[src/rtl/mcm_pkg.sv]
// Package: shared sizes and the register offsets of the event counter unit.
// Assumes a byte-addressed register port with 32-bit registers.
package mcm_pkg;
    parameter int NUM_CNT = 8;
    parameter int CNT_W   = 32;
    parameter int DATA_W  = 32;
    parameter int ADDR_W  = 12;
    parameter int RUN_BIT = 1;

    localparam logic [ADDR_W-1:0] OFF_CTRL   = 12'h010;
    localparam logic [ADDR_W-1:0] OFF_EN     = 12'h6C0;
    localparam logic [ADDR_W-1:0] OFF_MASK   = 12'h6C8;
    localparam logic [ADDR_W-1:0] OFF_STATUS = 12'h6CC;
    localparam logic [ADDR_W-1:0] OFF_CLEAR  = 12'h6D0;

    // Offset of counter k; the spacing is irregular, so it is listed per index.
    function automatic logic [ADDR_W-1:0] cnt_offset(input int k);
        case (k)
            0:       return 12'h380;
            1:       return 12'h384;
            2:       return 12'h388;
            3:       return 12'h38C;
            4:       return 12'h3C0;
            5:       return 12'h3C4;
            6:       return 12'h3CC;
            default: return 12'h3D0;
        endcase
    endfunction
endpackage

[src/rtl/mcm_counter.sv]
// Module: one event counter with a software load port.
// A load takes priority over an increment on the same edge. The wrap flag
// is high in the cycle whose increment moves the counter from all-ones to zero.
module mcm_counter #(
    parameter int W = 32
) (
    input  logic         clk,
    input  logic         rst_n,
    input  logic         inc,
    input  logic         ld,
    input  logic [W-1:0] ld_val,
    output logic [W-1:0] cnt,
    output logic         wrap
);
    // Counter state: the load wins, otherwise step by one.
    always_ff @(posedge clk) begin
        if (!rst_n)   cnt <= '0;
        else if (ld)  cnt <= ld_val;
        else if (inc) cnt <= cnt + 1'b1;
    end

    // Wrap detection for the overflow logic.
    always_comb wrap = inc && !ld && (cnt == {W{1'b1}});
endmodule

[src/rtl/mcm_regdecode.sv]
// Module: address decode for writes and the read multiplexer.
// Assumes the strobes are single-cycle qualified and the offsets are exact.
module mcm_regdecode
    import mcm_pkg::*;
(
    input  logic                           reg_wr,
    input  logic                           reg_rd,
    input  logic [ADDR_W-1:0]              reg_addr,
    input  logic [NUM_CNT-1:0][CNT_W-1:0]  cnt_arr,
    input  logic [DATA_W-1:0]              ctrl_q,
    input  logic [NUM_CNT-1:0]             en_q,
    input  logic [NUM_CNT-1:0]             mask_q,
    input  logic [NUM_CNT-1:0]             status_q,
    output logic [NUM_CNT-1:0]             cnt_wr,
    output logic                           ctrl_wr,
    output logic                           en_wr,
    output logic                           mask_wr,
    output logic                           clr_wr,
    output logic [DATA_W-1:0]              reg_rdata
);
    localparam int PAD = DATA_W - NUM_CNT;

    // Write strobes for each counter offset.
    for (genvar k = 0; k < NUM_CNT; k++) begin : g_cwr
        assign cnt_wr[k] = reg_wr && (reg_addr == cnt_offset(k));
    end

    // Write strobes for the control-type registers.
    always_comb begin
        ctrl_wr = reg_wr && (reg_addr == OFF_CTRL);
        en_wr   = reg_wr && (reg_addr == OFF_EN);
        mask_wr = reg_wr && (reg_addr == OFF_MASK);
        clr_wr  = reg_wr && (reg_addr == OFF_CLEAR);
    end

    // Read mux: zero for unmapped offsets and for the clear register.
    always_comb begin
        reg_rdata = '0;
        if (reg_rd) begin
            for (int k = 0; k < NUM_CNT; k++)
                if (reg_addr == cnt_offset(k)) reg_rdata = cnt_arr[k];
            if (reg_addr == OFF_CTRL)   reg_rdata = ctrl_q;
            if (reg_addr == OFF_EN)     reg_rdata = {{PAD{1'b0}}, en_q};
            if (reg_addr == OFF_MASK)   reg_rdata = {{PAD{1'b0}}, mask_q};
            if (reg_addr == OFF_STATUS) reg_rdata = {{PAD{1'b0}}, status_q};
        end
    end
endmodule

[src/rtl/mcm_ovf_irq.sv]
// Module: sticky overflow flags, interrupt mask and the interrupt output.
// When a wrap and a write-1-to-clear hit the same bit, the wrap wins.
module mcm_ovf_irq #(
    parameter int N = 8
) (
    input  logic         clk,
    input  logic         rst_n,
    input  logic [N-1:0] wrap,
    input  logic         clr_wr,
    input  logic         mask_wr,
    input  logic [N-1:0] wdata,
    output logic [N-1:0] status_q,
    output logic [N-1:0] mask_q,
    output logic         irq_o
);
    logic [N-1:0] clr_bits;

    // Clear request bits, active only on a write to the clear offset.
    always_comb clr_bits = clr_wr ? wdata : '0;

    // Sticky status: clear first, then let wraps set.
    always_ff @(posedge clk) begin
        if (!rst_n) status_q <= '0;
        else        status_q <= (status_q & ~clr_bits) | wrap;
    end

    // Interrupt mask, all bits blocking out of reset.
    always_ff @(posedge clk) begin
        if (!rst_n)       mask_q <= '1;
        else if (mask_wr) mask_q <= wdata;
    end

    // Level interrupt from unmasked flags.
    always_comb irq_o = |(status_q & ~mask_q);
endmodule

[src/rtl/mc_evt_monitor.sv]
// Module: top of the memory-controller event counter unit.
// Holds the control and enable registers, eight fixed-event counters,
// the decode and the overflow logic. Assumes the event pulses are synchronous to clk.
module mc_evt_monitor
    import mcm_pkg::*;
(
    input  logic              clk,
    input  logic              rst_n,
    input  logic [7:0]        evt_pulse,
    input  logic              reg_wr,
    input  logic              reg_rd,
    input  logic [11:0]       reg_addr,
    input  logic [31:0]       reg_wdata,
    output logic [31:0]       reg_rdata,
    output logic              irq_o
);
    logic [NUM_CNT-1:0][CNT_W-1:0] cnt_arr;
    logic [NUM_CNT-1:0]            cnt_wr;
    logic [NUM_CNT-1:0]            cnt_inc;
    logic [NUM_CNT-1:0]            wrap;
    logic [DATA_W-1:0]             ctrl_q;
    logic [NUM_CNT-1:0]            en_q;
    logic [NUM_CNT-1:0]            mask_q;
    logic [NUM_CNT-1:0]            status_q;
    logic                          ctrl_wr, en_wr, mask_wr, clr_wr;
    logic                          run;

    // Control register; the run bit gates all counting.
    always_ff @(posedge clk) begin
        if (!rst_n)       ctrl_q <= '0;
        else if (ctrl_wr) ctrl_q <= reg_wdata;
    end

    // Per-counter enable mask.
    always_ff @(posedge clk) begin
        if (!rst_n)     en_q <= '0;
        else if (en_wr) en_q <= reg_wdata[NUM_CNT-1:0];
    end

    // Increment qualifier per counter.
    always_comb begin
        run     = ctrl_q[RUN_BIT];
        cnt_inc = evt_pulse & en_q & {NUM_CNT{run}};
    end

    for (genvar k = 0; k < NUM_CNT; k++) begin : g_cnt
        mcm_counter #(.W(CNT_W)) u_cnt (
            .clk    (clk),
            .rst_n  (rst_n),
            .inc    (cnt_inc[k]),
            .ld     (cnt_wr[k]),
            .ld_val (reg_wdata[CNT_W-1:0]),
            .cnt    (cnt_arr[k]),
            .wrap   (wrap[k])
        );
    end

    mcm_regdecode u_dec (
        .reg_wr    (reg_wr),
        .reg_rd    (reg_rd),
        .reg_addr  (reg_addr),
        .cnt_arr   (cnt_arr),
        .ctrl_q    (ctrl_q),
        .en_q      (en_q),
        .mask_q    (mask_q),
        .status_q  (status_q),
        .cnt_wr    (cnt_wr),
        .ctrl_wr   (ctrl_wr),
        .en_wr     (en_wr),
        .mask_wr   (mask_wr),
        .clr_wr    (clr_wr),
        .reg_rdata (reg_rdata)
    );

    mcm_ovf_irq #(.N(NUM_CNT)) u_ovf (
        .clk      (clk),
        .rst_n    (rst_n),
        .wrap     (wrap),
        .clr_wr   (clr_wr),
        .mask_wr  (mask_wr),
        .wdata    (reg_wdata[NUM_CNT-1:0]),
        .status_q (status_q),
        .mask_q   (mask_q),
        .irq_o    (irq_o)
    );
endmodule

[config.mk]
export PLATFORM = sky130hd
export DESIGN_NAME = mc_evt_monitor
export DESIGN_NICKNAME = d
export VERILOG_FILES = /design/src/rtl/mcm_pkg.sv /design/src/rtl/mcm_counter.sv /design/src/rtl/mcm_regdecode.sv /design/src/rtl/mcm_ovf_irq.sv /design/src/rtl/mc_evt_monitor.sv
export SDC_FILE = /design/constraint.sdc
export NUM_CORES = 1
export LEC_CHECK = 0
export BUFFER_PORTS_ARGS = -buffer_cell sky130_fd_sc_hd__buf_2
export CAP_MARGIN = 40
export CORE_UTILIZATION = 25
export DETAILED_ROUTE_END_ITERATION = 10
export GPL_TIMING_DRIVEN = 0
export PLACE_DENSITY = 0.37
export SLEW_MARGIN = 20
export SYNTH_ARGS = -nofsm -noshare
export SYNTH_HDL_FRONTEND = slang
export SYNTH_SLANG_ARGS = --single-unit
[constraint.sdc]
create_clock -name clk -period 4.55 [get_ports clk]
set_input_delay 0.2275 -clock clk [delete_from_list [all_inputs] [get_ports clk]]
set_output_delay 0.2275 -clock clk [all_outputs]
set_load 0.05 [all_outputs]
==> impl_metrics.ini <==
[status]
status = finished, final reports clean

[synth]
syn_inst = 2408
synth_area_leaders = dfxtp_1, a21oi_1, xor2_1
synth_top_area_share_pct = 34.3
synth-async-reset-ratio_pct = 0
ys_seq_elements = 312
avgSynthCellArea_um2 = 7.56
synth_fp_nets = 2472
synth-simple-area-share_pct = 23.6
synth_xor_area_share_pct = 11.8
yosys_warnings = 0
synthFlopType = dfxtp_1
synth-compound-area-share_pct = 23.1
yosysSeqAreaShare_pct = 34.3
synthesis.area_mm2 = 0.0182
synthMuxAreaShare_pct = 2.10
synth_edf_count = 0
synth_top_cell_by_area = dfxtp_1
synth_fa_ha_area_share_pct = 0.550
netlist-cell-type-count = 69
synth_top_family_by_area = simple AND/OR/NAND/NOR gates

[setup_path]
worstPathCellList = buf_2, buf_2, buf_2, clkbuf_1, clkbuf_1, o221ai_1, o21ai_0, nand3_1, o21ai_0, buf_2
cp_num_buf_inv = 6
crit_path_max_incr_delay_ns = 0.71
crit_path_top_delay_cell = clkbuf_1
worstSetupPathType = input port to output pin
start_kind = input port
cp.arrival_ns = 4.07
rrSetupSlack_ns = 1.44
cp.required_ns = 4.32
crit_fanout = 10
crit_family = buffers and inverters
cpMostUsedCell = buf_2
end_kind = output pin

[clock_network]
htree_levels = 2
cts.clk_slew.worst_paths_ns = 0.06
cts_resized = 0
cts_buffers = 45
cts_tree = done
cts_setup_buffers = 0
cts-root-buf = clkbuf_16
cts_sinks = 312
postCtsHoldBufs = 9
clk_latency_ns = 0.60
cts_buffer_depth = 3

[pwr]
powerDensity_mw_per_mm2 = 305
irDropWorstVdd_mv = 0.231
clkPwrFrac_pct = 52.4
comb_power_share_pct = 6.0
p_sw_share_pct = 26.6
power.internal_mw = 4.83
power.switching_mw = 1.75
seqPwrFrac_pct = 41.6
leakage_nw = 7.04
total_power_mw = 6.58

[detailed_routing]
post-route-drc-count = 0
routed_wl_mm = 98.1
drt_iter0_markers = 2080
ant_nets = 0
drtPass1Iterations = 6
avgViaCountPerCell = 5.56
vias = 19700
post_drt_wl_per_cell_um = 27.7

[place]
dp_slack_ns = 0.443
placement.io_buffers = 79
placedCellCount = 3459
dp_hpwl_mm = 75.6
gp_congestion = 0.961
post_dp_cell_area_mm2 = 0.0200

[global_routing]
grt_pass1_vias = 18500
grt-ovfl-total = 0
grt_max_degree = 13
antenna_found_initial = 2
grt_pass1_wl_mm = 138
grt_usage_pct = 25.9

[finish]
multiInputGateArea_mm2 = 0.0112
register_area_mm2 = 0.00625
area_growth_syn_to_layout_pct = 18.4
nNetsFinal = 2631
drive_gt1_share_pct = 9.28
final-instance-count-excl-fill = 3547
fill_cells = 7897
fin_area_mm2 = 0.0216
final_core_util_pct = 30.0

[timing]
setup_viol = 0
period_minus_slack_ns = 4.30
finClkSkew_ns = 0.0191
drv_slew = 0
rsz0062_at_grt = false
finalWorstSetupSlack_ns = 0.248
hold_ws_ns = 0.0326
fmax_mhz = 232
worst_pin_slew_ns = 0.886
timing_hold_violations_final = 0
finalSetupTns_ns = 0
maxSlewHeadroom_pct = 40.7
min_period_over_period_pct = 94.6

[floorplanning]
die_height_um = 272
rows = 98
core_area_mm2 = 0.0717
io_pins = 89
die_area_mm2 = 0.0739
start_util_pct = 25.4
die_w_um = 272

[worst_hold_path]
hp-class = input port to register

[flow_run]
drv_cap = 0
[metal layers]
layer | up-vias | track usage (%) | share of wire (%)
met3 | 138 | 4.88 | 7.3
met5 | - | 0 | 0
met2 | 828 | 38.8 | 43
met4 | 0 | 10.3 | 3.9
met1 | 9726 | 36.3 | 46
li1 | 9030 | - | -
[flip-flops by register name, summed over array words and instances (netlist names)]
signal           flops
u_ovf.mask_q         8
g_cnt.u_cnt.cnt    256
u_ovf.status_q       8
ctrl_q              32
en_q                 8
[cell type report]
cell class	instances	area share (%)
buffer	176	3.29
tap	950	5.52
clock buffer	65	6.13
clock inverter	11	0.372
inverter	32	0.557
timing repair buffer	112	3.33
antenna	1	0.0116
sequential	312	29.0
multi-input combinational	1888	51.8
[cell families after synthesis]
logic type,Yosys count
AOI/OAI and AO/OA,726
xor gates and xnor gates,245
adders and majority gates,8
buffers and inverters,208
DFF,312
muxes,33
and+or+nand+nor,876
[Yosys cell counts (10+ instances only)]
cell type  count
dfxtp_1      312
o22ai_1       34
mux2i_1       19
and2_1        15
nor4_1        25
mux2_2        11
and3_1        43
a21oi_1      271
a211oi_1      74
o21ai_0      246
clkbuf_1     146
o2bb2ai_1     10
nand3_1      141
nand2_1      243
a22oi_1       22
buf_2         22
xnor2_1       97
nand4_1       86
nor3_1        44
and4_1        16
inv_1         31
nor2_1       218
xor2_1       148
o221ai_1      16
[cells in the final DEF, fill, tap and decap left out, types with 8 or more instances in the layout]
cell type | Yosys | final
xor2_1 | 148 | 148
buf_4 | 3 | 8
nand3_1 | 141 | 141
and2_1 | 15 | 15
clkbuf_8 | 0 | 12
xnor2_1 | 97 | 97
and4_1 | 16 | 16
mux2i_1 | 19 | 19
nor3_1 | 44 | 43
nor4_1 | 25 | 24
nand2_1 | 243 | 243
nand4_1 | 86 | 86
inv_1 | 31 | 31
mux2_2 | 11 | 11
clkbuf_1 | 146 | 152
ha_1 | 8 | 8
buf_2 | 22 | 105
o221ai_1 | 16 | 16
nor2_1 | 218 | 218
a22oi_1 | 22 | 22
o22ai_1 | 34 | 34
dlygate4sd3_1 | 0 | 9
o21ai_0 | 246 | 246
and3_1 | 43 | 43
a211oi_1 | 74 | 74
o2bb2ai_1 | 10 | 10
buf_6 | 1 | 12
a21oi_1 | 271 | 271
clkbuf_16 | 0 | 45
dfxtp_1 | 312 | 312
[power groups by stage]
stage | registers (mW) | logic [mW] | clock network (mW)
after global placement | 2.79 | 0.372 | 0
after global routing | 2.73 | 0.414 | 3.62
after CTS | 2.73 | 0.393 | 3.51
after floorplan | 2.79 | 0.149 | 0
final | 2.73 | 0.397 | 3.45
after detailed placement | 2.79 | 0.386 | 0
[worst min-delay path, cell delays in order]
cell     delay (ns)
buf_2          0.20
nand2_1        0.09
a21oi_1        0.05
[worst paths after layout]
| check | startpoint | end | depth (start not counted) |
|---|---|---|---|
| worst max-delay path | reg_addr[3] | reg_rdata[14] | 10 |
| worst min-delay path | reg_wdata[26] | ctrl_q[26]$_SDFFE_PN0P_ | 3 |
| worst max register to register | ctrl_q[1]$_SDFFE_PN0P_ | g_cnt[7].u_cnt.cnt[31]$_SDFFE_PN0P_ | 8 |
| worst min register to register | ctrl_q[13]$_SDFFE_PN0P_ | ctrl_q[13]$_SDFFE_PN0P_ | 2 |
No activity file was read; power rests on OpenSTA's default activity.
